**config.mk**
```make
export PLATFORM = sky130hd
export DESIGN_NAME = mw_eeprom_ctrl
export DESIGN_NICKNAME = d
export VERILOG_FILES = /design/src/rtl/mw_pkg.sv /design/src/rtl/mw_phase_tick.sv /design/src/rtl/mw_poll_count.sv /design/src/rtl/mw_frame_build.sv /design/src/rtl/mw_eeprom_ctrl.sv
export SDC_FILE = /design/constraint.sdc
export NUM_CORES = 1
export LEC_CHECK = 0
export ABC_CLOCK_PERIOD_IN_PS = 5200
export BUFFER_PORTS_ARGS = -buffer_cell sky130_fd_sc_hd__buf_2
export CELL_PAD_IN_SITES_DETAIL_PLACEMENT = 1
export CELL_PAD_IN_SITES_GLOBAL_PLACEMENT = 2
export CORE_UTILIZATION = 37
export CTS_CLUSTER_SIZE = 12
export DETAILED_ROUTE_END_ITERATION = 6
export HOLD_SLACK_MARGIN = 0.03
export PLACE_DENSITY_LB_ADDON = 0.3
export SETUP_SLACK_MARGIN = 0.02
export SLEW_MARGIN = 20
export SYNTH_ARGS = -nofsm -noshare
export SYNTH_HDL_FRONTEND = slang
export SYNTH_SLANG_ARGS = --single-unit
```
**constraint.sdc**
```tcl
create_clock -name clk -period 5.2 [get_ports clk]
set_input_delay 0.78 -clock clk [delete_from_list [all_inputs] [get_ports clk]]
set_output_delay 0.78 -clock clk [all_outputs]
set_load 0.01 [all_outputs]
```
**src/rtl/mw_pkg.sv**
```systemverilog
package mw_pkg;
   typedef enum logic [1:0] {
      MW_READ  = 2'd0,
      MW_WRITE = 2'd1,
      MW_WEN   = 2'd2,
      MW_WDS   = 2'd3
   } mw_cmd_e;

   typedef enum logic [2:0] {
      ST_IDLE,
      ST_LO,
      ST_HI,
      ST_GAP,
      ST_POLL,
      ST_FIN
   } mw_state_e;
endpackage

```
**src/rtl/mw_phase_tick.sv**
```systemverilog
module mw_phase_tick #(
   parameter int PHASE_CLKS = 250
) (
   input  logic clk,
   input  logic rst,
   input  logic clr,
   output logic tick_o
);
   if (PHASE_CLKS < 1) begin : g_bad_phase
      $error("PHASE_CLKS must be at least 1");
   end

   if (PHASE_CLKS == 1) begin : g_every
      assign tick_o = !clr;
   end else begin : g_count
      localparam int CW = $clog2(PHASE_CLKS);
      logic [CW-1:0] cnt_q;

      always_ff @(posedge clk) begin
         if (rst || clr || tick_o) cnt_q <= '0;
         else                      cnt_q <= cnt_q + CW'(1);
      end

      assign tick_o = !clr && (cnt_q == CW'(PHASE_CLKS - 1));

      AST_TICK_SPACED: assert property (@(posedge clk) disable iff (rst)
         tick_o |=> !tick_o);
   end
endmodule

```
**src/rtl/mw_poll_count.sv**
```systemverilog
module mw_poll_count #(
   parameter int POLL_MAX = 4096
) (
   input  logic clk,
   input  logic rst,
   input  logic clr,
   input  logic inc,
   output logic last_o
);
   if (POLL_MAX < 2) begin : g_bad_poll
      $error("POLL_MAX must be at least 2");
   end

   localparam int PW = $clog2(POLL_MAX);
   logic [PW-1:0] cnt_q;

   always_ff @(posedge clk) begin
      if (rst || clr) cnt_q <= '0;
      else if (inc)   cnt_q <= cnt_q + PW'(1);
   end

   assign last_o = (cnt_q == PW'(POLL_MAX - 1));

   AST_NO_INC_PAST_LAST: assert property (@(posedge clk) disable iff (rst)
      inc |-> !last_o);
endmodule

```
**src/rtl/mw_frame_build.sv**
```systemverilog
module mw_frame_build
   import mw_pkg::*;
#(
   parameter int ADDR_W  = 6,
   parameter int FRAME_W = 11
) (
   input  mw_cmd_e           cmd_i,
   input  logic [ADDR_W-1:0] addr_i,
   output logic [FRAME_W-1:0] frame_o
);
   localparam int PAD = FRAME_W - 3 - ADDR_W;

   if (PAD < 0) begin : g_bad_frame
      $error("FRAME_W too small for ADDR_W");
   end
   if (ADDR_W < 3) begin : g_bad_addr
      $error("ADDR_W must be at least 3");
   end

   logic [1:0]        op;
   logic [ADDR_W-1:0] fld;

   always_comb begin
      unique case (cmd_i)
         MW_READ:  begin op = 2'b10; fld = addr_i; end
         MW_WRITE: begin op = 2'b01; fld = addr_i; end
         MW_WEN:   begin op = 2'b00; fld = {2'b11, {(ADDR_W-2){1'b0}}}; end
         default:  begin op = 2'b00; fld = '0; end
      endcase
   end

   if (PAD > 0) begin : g_pad
      assign frame_o = {{PAD{1'b0}}, 1'b1, op, fld};
   end else begin : g_nopad
      assign frame_o = {1'b1, op, fld};
   end
endmodule

```
**src/rtl/mw_eeprom_ctrl.sv**
```systemverilog
module mw_eeprom_ctrl
   import mw_pkg::*;
#(
   parameter int ADDR_W     = 6,
   parameter int FRAME_W    = 11,
   parameter int DATA_W     = 16,
   parameter int PHASE_CLKS = 250,
   parameter int POLL_MAX   = 4096
) (
   input  logic              clk,
   input  logic              rst,
   input  logic              req_i,
   input  logic [1:0]        cmd_i,
   input  logic [ADDR_W-1:0] addr_i,
   input  logic [DATA_W-1:0] wdata_i,
   output logic              busy_o,
   output logic              done_o,
   output logic [DATA_W-1:0] rdata_o,
   output logic              timeout_o,
   output logic              mw_cs_o,
   output logic              mw_sk_o,
   output logic              mw_mosi_o,
   input  logic              mw_miso_i
);
   localparam int TOT_W = FRAME_W + DATA_W;
   localparam int CNT_W = $clog2(TOT_W + 1);

   if (DATA_W < 1) begin : g_bad_data
      $error("DATA_W must be positive");
   end

   mw_state_e         state_q;
   mw_cmd_e           cmd_q;
   mw_cmd_e           cmd_in;
   logic [TOT_W-1:0]  shreg_q;
   logic [CNT_W-1:0]  sent_q;
   logic [CNT_W-1:0]  total_q;
   logic [DATA_W-1:0] rsh_q;
   logic [FRAME_W-1:0] frame;
   logic              tick;
   logic              poll_last;
   logic              poll_inc;
   logic              accept;
   logic              last_bit;

   assign cmd_in = mw_cmd_e'(cmd_i);
   assign accept = (state_q == ST_IDLE) && req_i;
   assign last_bit = (sent_q + CNT_W'(1)) == total_q;

   mw_frame_build #(.ADDR_W(ADDR_W), .FRAME_W(FRAME_W)) u_frame (
      .cmd_i  (cmd_in),
      .addr_i (addr_i),
      .frame_o(frame)
   );

   mw_phase_tick #(.PHASE_CLKS(PHASE_CLKS)) u_tick (
      .clk   (clk),
      .rst   (rst),
      .clr   (state_q == ST_IDLE),
      .tick_o(tick)
   );

   assign poll_inc = (state_q == ST_POLL) && tick && !mw_miso_i && !poll_last;

   mw_poll_count #(.POLL_MAX(POLL_MAX)) u_poll (
      .clk   (clk),
      .rst   (rst),
      .clr   (state_q != ST_POLL),
      .inc   (poll_inc),
      .last_o(poll_last)
   );

   always_ff @(posedge clk) begin
      if (rst) begin
         state_q   <= ST_IDLE;
         cmd_q     <= MW_READ;
         shreg_q   <= '0;
         sent_q    <= '0;
         total_q   <= '0;
         rsh_q     <= '0;
         rdata_o   <= '0;
         timeout_o <= 1'b0;
         done_o    <= 1'b0;
      end else begin
         done_o <= 1'b0;
         unique case (state_q)
            ST_IDLE: if (accept) begin
               cmd_q     <= cmd_in;
               shreg_q   <= {frame, (cmd_in == MW_WRITE) ? wdata_i : {DATA_W{1'b0}}};
               total_q   <= (cmd_in == MW_READ || cmd_in == MW_WRITE) ?
                            CNT_W'(TOT_W) : CNT_W'(FRAME_W);
               sent_q    <= '0;
               timeout_o <= 1'b0;
               state_q   <= ST_LO;
            end
            ST_LO: if (tick) state_q <= ST_HI;
            ST_HI: if (tick) begin
               if (cmd_q == MW_READ && sent_q >= CNT_W'(FRAME_W))
                  rsh_q <= {rsh_q[DATA_W-2:0], mw_miso_i};
               shreg_q <= {shreg_q[TOT_W-2:0], 1'b0};
               sent_q  <= sent_q + CNT_W'(1);
               if (!last_bit)               state_q <= ST_LO;
               else if (cmd_q == MW_WRITE) state_q <= ST_GAP;
               else                         state_q <= ST_FIN;
            end
            ST_GAP: if (tick) state_q <= ST_POLL;
            ST_POLL: if (tick) begin
               if (mw_miso_i) begin
                  state_q <= ST_FIN;
               end else if (poll_last) begin
                  timeout_o <= 1'b1;
                  state_q   <= ST_FIN;
               end
            end
            ST_FIN: begin
               if (cmd_q == MW_READ) rdata_o <= rsh_q;
               done_o  <= 1'b1;
               state_q <= ST_IDLE;
            end
            default: state_q <= ST_IDLE;
         endcase
      end
   end

   assign busy_o    = (state_q != ST_IDLE);
   assign mw_cs_o   = (state_q == ST_LO) || (state_q == ST_HI) || (state_q == ST_POLL);
   assign mw_sk_o   = (state_q == ST_HI);
   assign mw_mosi_o = ((state_q == ST_LO) || (state_q == ST_HI)) && shreg_q[TOT_W-1];

   AST_SK_NEEDS_CS: assert property (@(posedge clk) disable iff (rst)
      mw_sk_o |-> mw_cs_o);
   AST_MOSI_HELD_HIGH: assert property (@(posedge clk) disable iff (rst)
      (mw_sk_o && $past(mw_sk_o)) |-> $stable(mw_mosi_o));
   AST_PINS_LOW_AT_DONE: assert property (@(posedge clk) disable iff (rst)
      done_o |-> (!mw_cs_o && !mw_sk_o && !mw_mosi_o));
   AST_DONE_ONE_CYCLE: assert property (@(posedge clk) disable iff (rst)
      done_o |=> !done_o);
   AST_CMD_HELD_BUSY: assert property (@(posedge clk) disable iff (rst)
      (busy_o && $past(busy_o)) |-> $stable(cmd_q));
   AST_TIMEOUT_WRITE_ONLY: assert property (@(posedge clk) disable iff (rst)
      $rose(timeout_o) |-> (cmd_q == MW_WRITE));
endmodule

```
==> flow_summary.yaml <==
status:
  status: "completed"
setup_path:
  worstSetupPathType: "flop to primary output"
  worstSetupStartpointType: "flop"
  crit_chain: "nor3_1 > inv_1 > buf_2"
  end_kind: "primary output"
  max_stage_delay_ps: 680
  critical_path_arrival_ps: 1890
  critPathRequiredTime_ps: 4420
  slowest_stage: "nor3_1"
  worstPathMaxFanout: 14
power:
  ir_worst_vdd_mv: 0.1459
  powerDensity_mw_per_mm2: 287.1
  p_leak_nw: 1.605
  p_total_mw: 1.297
grt:
  grt_overflow: 0
  grt_max_degree: 73
  grt_pass1_wl_um: 16100
  grt_pass1_vias: 3356
  antenna_found_initial: 0
  grt_util_all_layers: 0.1800
worst_hold_path:
  hold_path.class: "flop to flop"
cts:
  cts-root-buf: "clkbuf_8"
  htree_levels: 3
  clock_latency_ps: 370
  clockBufferDepth: 2
  clk_pin_slew_ps: 80
  cts_buffers: 9
  cts_num_sinks: 93
  hold_buffers: 0
  cts_resized: 0
  post_cts_buffers: 0
  cts_tree: "yes"
sta:
  finalCritPeriodShare: 0.5142
  fin_setup_tns_ps: 0
  hold_viol_final: 0
  skew_ps: 12.15
  slew_viol_final: 0
  timing.fmax_ghz: 0.3740
  min_period_ps: 2674
  rsz0062_at_grt: "false"
  worst_slew_pin_slew_ps: 1074
  setup_viol_count_final: 0
  relSlewSlack: 0.2773
  whs_ps: 454.5
floorplanning:
  boundaryPins: 50
  core_area_sq_mm: 0.01046
  start_util: 0.3866
  dieHeight_um: 106.6
  rows: 37
  die_area_sq_mm: 0.01136
  die_w_um: 106.6
placed_design:
  dpl_cell_area_sq_mm: 0.004358
  port_buffers: 49
  post-dp-hpwl_um: 6546
  globalplace.congestion: 0.7724
synth:
  ys_seq_area_frac: 0.4603
  synth_edf_count: 0
  synthCells: 496
  synth.avg_cell_area_sq_um: 8.156
  ys.flop_type: "dfxtp_1"
  ys_warn_count: 0
  syn-num-nets: 528
  netlist_area_sq_mm: 0.004045
  ys_ff_latch: 93
  async_flop_share: 0
  synth_cell_types: 48
detailed_routing:
  drt_wl_total_um: 9653
  route.detailed.drc: 0
  wire_per_inst_um: 14.52
  via_per_inst: 5.299
  vias: 3524
  drt_iter0_drc: 126
  firstDrtPassIters: 6
  ant_nets: 0
final_layout:
  post_route_cells_drive_above_1_share: 0.1418
  antenna_cells: 0
  layout_common_cells: "dfxtp_1 (93), nand2_1 (88), nor2_1 (53), a21oi_1 (51), buf_2 (49)"
  final_common_cell: "dfxtp_1"
  postLayoutCellArea_sq_mm: 0.004517
  nNetsFinal: 557
  syn_to_final_growth_pct: 11.66
job:
  max_cap_violations: 0
cells in the mapped netlist, types with 3 or more instances:
library cell | n | area share
nor4_1 | 4 | 0.0062
a22oi_1 | 3 | 0.0056
or3_1 | 4 | 0.0062
clkbuf_1 | 26 | 0.024
a21oi_1 | 51 | 0.063
a211oi_1 | 8 | 0.015
buf_2 | 8 | 0.0099
and2_1 | 3 | 0.0046
nor3_1 | 27 | 0.033
nand3_1 | 20 | 0.025
nor2b_1 | 4 | 0.0062
dfxtp_1 | 93 | 0.46
o21ai_0 | 14 | 0.017
nand2_1 | 88 | 0.082
nor2_1 | 53 | 0.049
nor3b_1 | 7 | 0.013
inv_1 | 6 | 0.0056
a221oi_1 | 15 | 0.032
xor2_1 | 5 | 0.011
a31oi_1 | 3 | 0.0046
xnor2_1 | 11 | 0.024
and3_1 | 8 | 0.012
ha_1 | 4 | 0.012
registers in the layout, indices dropped and copies added (netlist names):
register	count
state_q	3
u_poll.cnt_q	12
rdata_o	16
shreg_q	27
sent_q	5
rsh_q	16
timeout_o	1
u_tick.g_count.cnt_q	8
total_q	2
done_o	1
cmd_q	2
layout make-up:
type | instances | area, sq um
Clock buffer | 13 | 148.9
Tap cell | 136 | 170.2
Multi-Input combinational cell | 361 | 2021
Clock inverter | 2 | 10.01
Fill cell | 1293 | 5946
Inverter | 6 | 22.52
Sequential cell | 93 | 1862
Timing Repair Buffer | 54 | 282.8
metrics by stage:
step | setup WS (ps) | cells | util
floorplan | 2951 | 496 | -
global placement | 2601 | 650 | 0.4165
detailed placement | 2588 | 650 | 0.4165
CTS | 2519 | 665 | 0.4317
global route | 2379 | 665 | 0.4317
finish | 2526 | 665 | 0.4317
critical path, delay by kind of cell, from the launching register on:
| kind | cells | cell delay [ps] |
|---|---|---|
| simple gates | 1 | 680 |
| flops | 1 | 500 |
| buf+inv | 2 | 340 |
path summary, 6_finish.rpt:
check                   from          to  slack, ps  cells after the start
hold reg to reg   rdata_o[4]  rdata_o[4]        450                      2
hold / removal    rdata_o[4]  rdata_o[4]        450                      2
setup reg to reg  state_q[1]   rsh_q[10]       2550                      6
setup / recovery  state_q[0]      busy_o       2530                      3
routing by layer:
metal | GRT usage | vias to the layer above | routed length [um]
li1 | - | 1785 | -
met1 | 0.2264 | 1693 | 4739
met2 | 0.2935 | 38 | 4507
met3 | 0.05518 | 8 | 288
met4 | 0.05577 | 0 | 117
met5 | 0 | - | 0
power by group:
group | internal (mW) | total (mW) | switching (mW) | leakage [nW]
clock | 0.184 | 0.424 | 0.240 | 0.0833
combinational | 0.0455 | 0.119 | 0.0737 | 0.767
sequential | 0.734 | 0.754 | 0.0198 | 0.755
total | 0.963 | 1.30 | 0.333 | 1.60
cell families after synthesis:
| kind of cell | count (synthesis) | synth area share |
|---|---|---|
| AO/OA/AOI/OAI | 106 | 0.1636 |
| XOR/XNOR | 17 | 0.04052 |
| adder cells (fa/ha/maj) | 4 | 0.01237 |
| buffers and inverters | 42 | 0.04145 |
| flip-flops | 93 | 0.4603 |
| multiplexers | 1 | 0.002475 |
| AND/OR/NAND/NOR | 233 | 0.2793 |
Note: power is estimated with default switching activity, not from simulation.
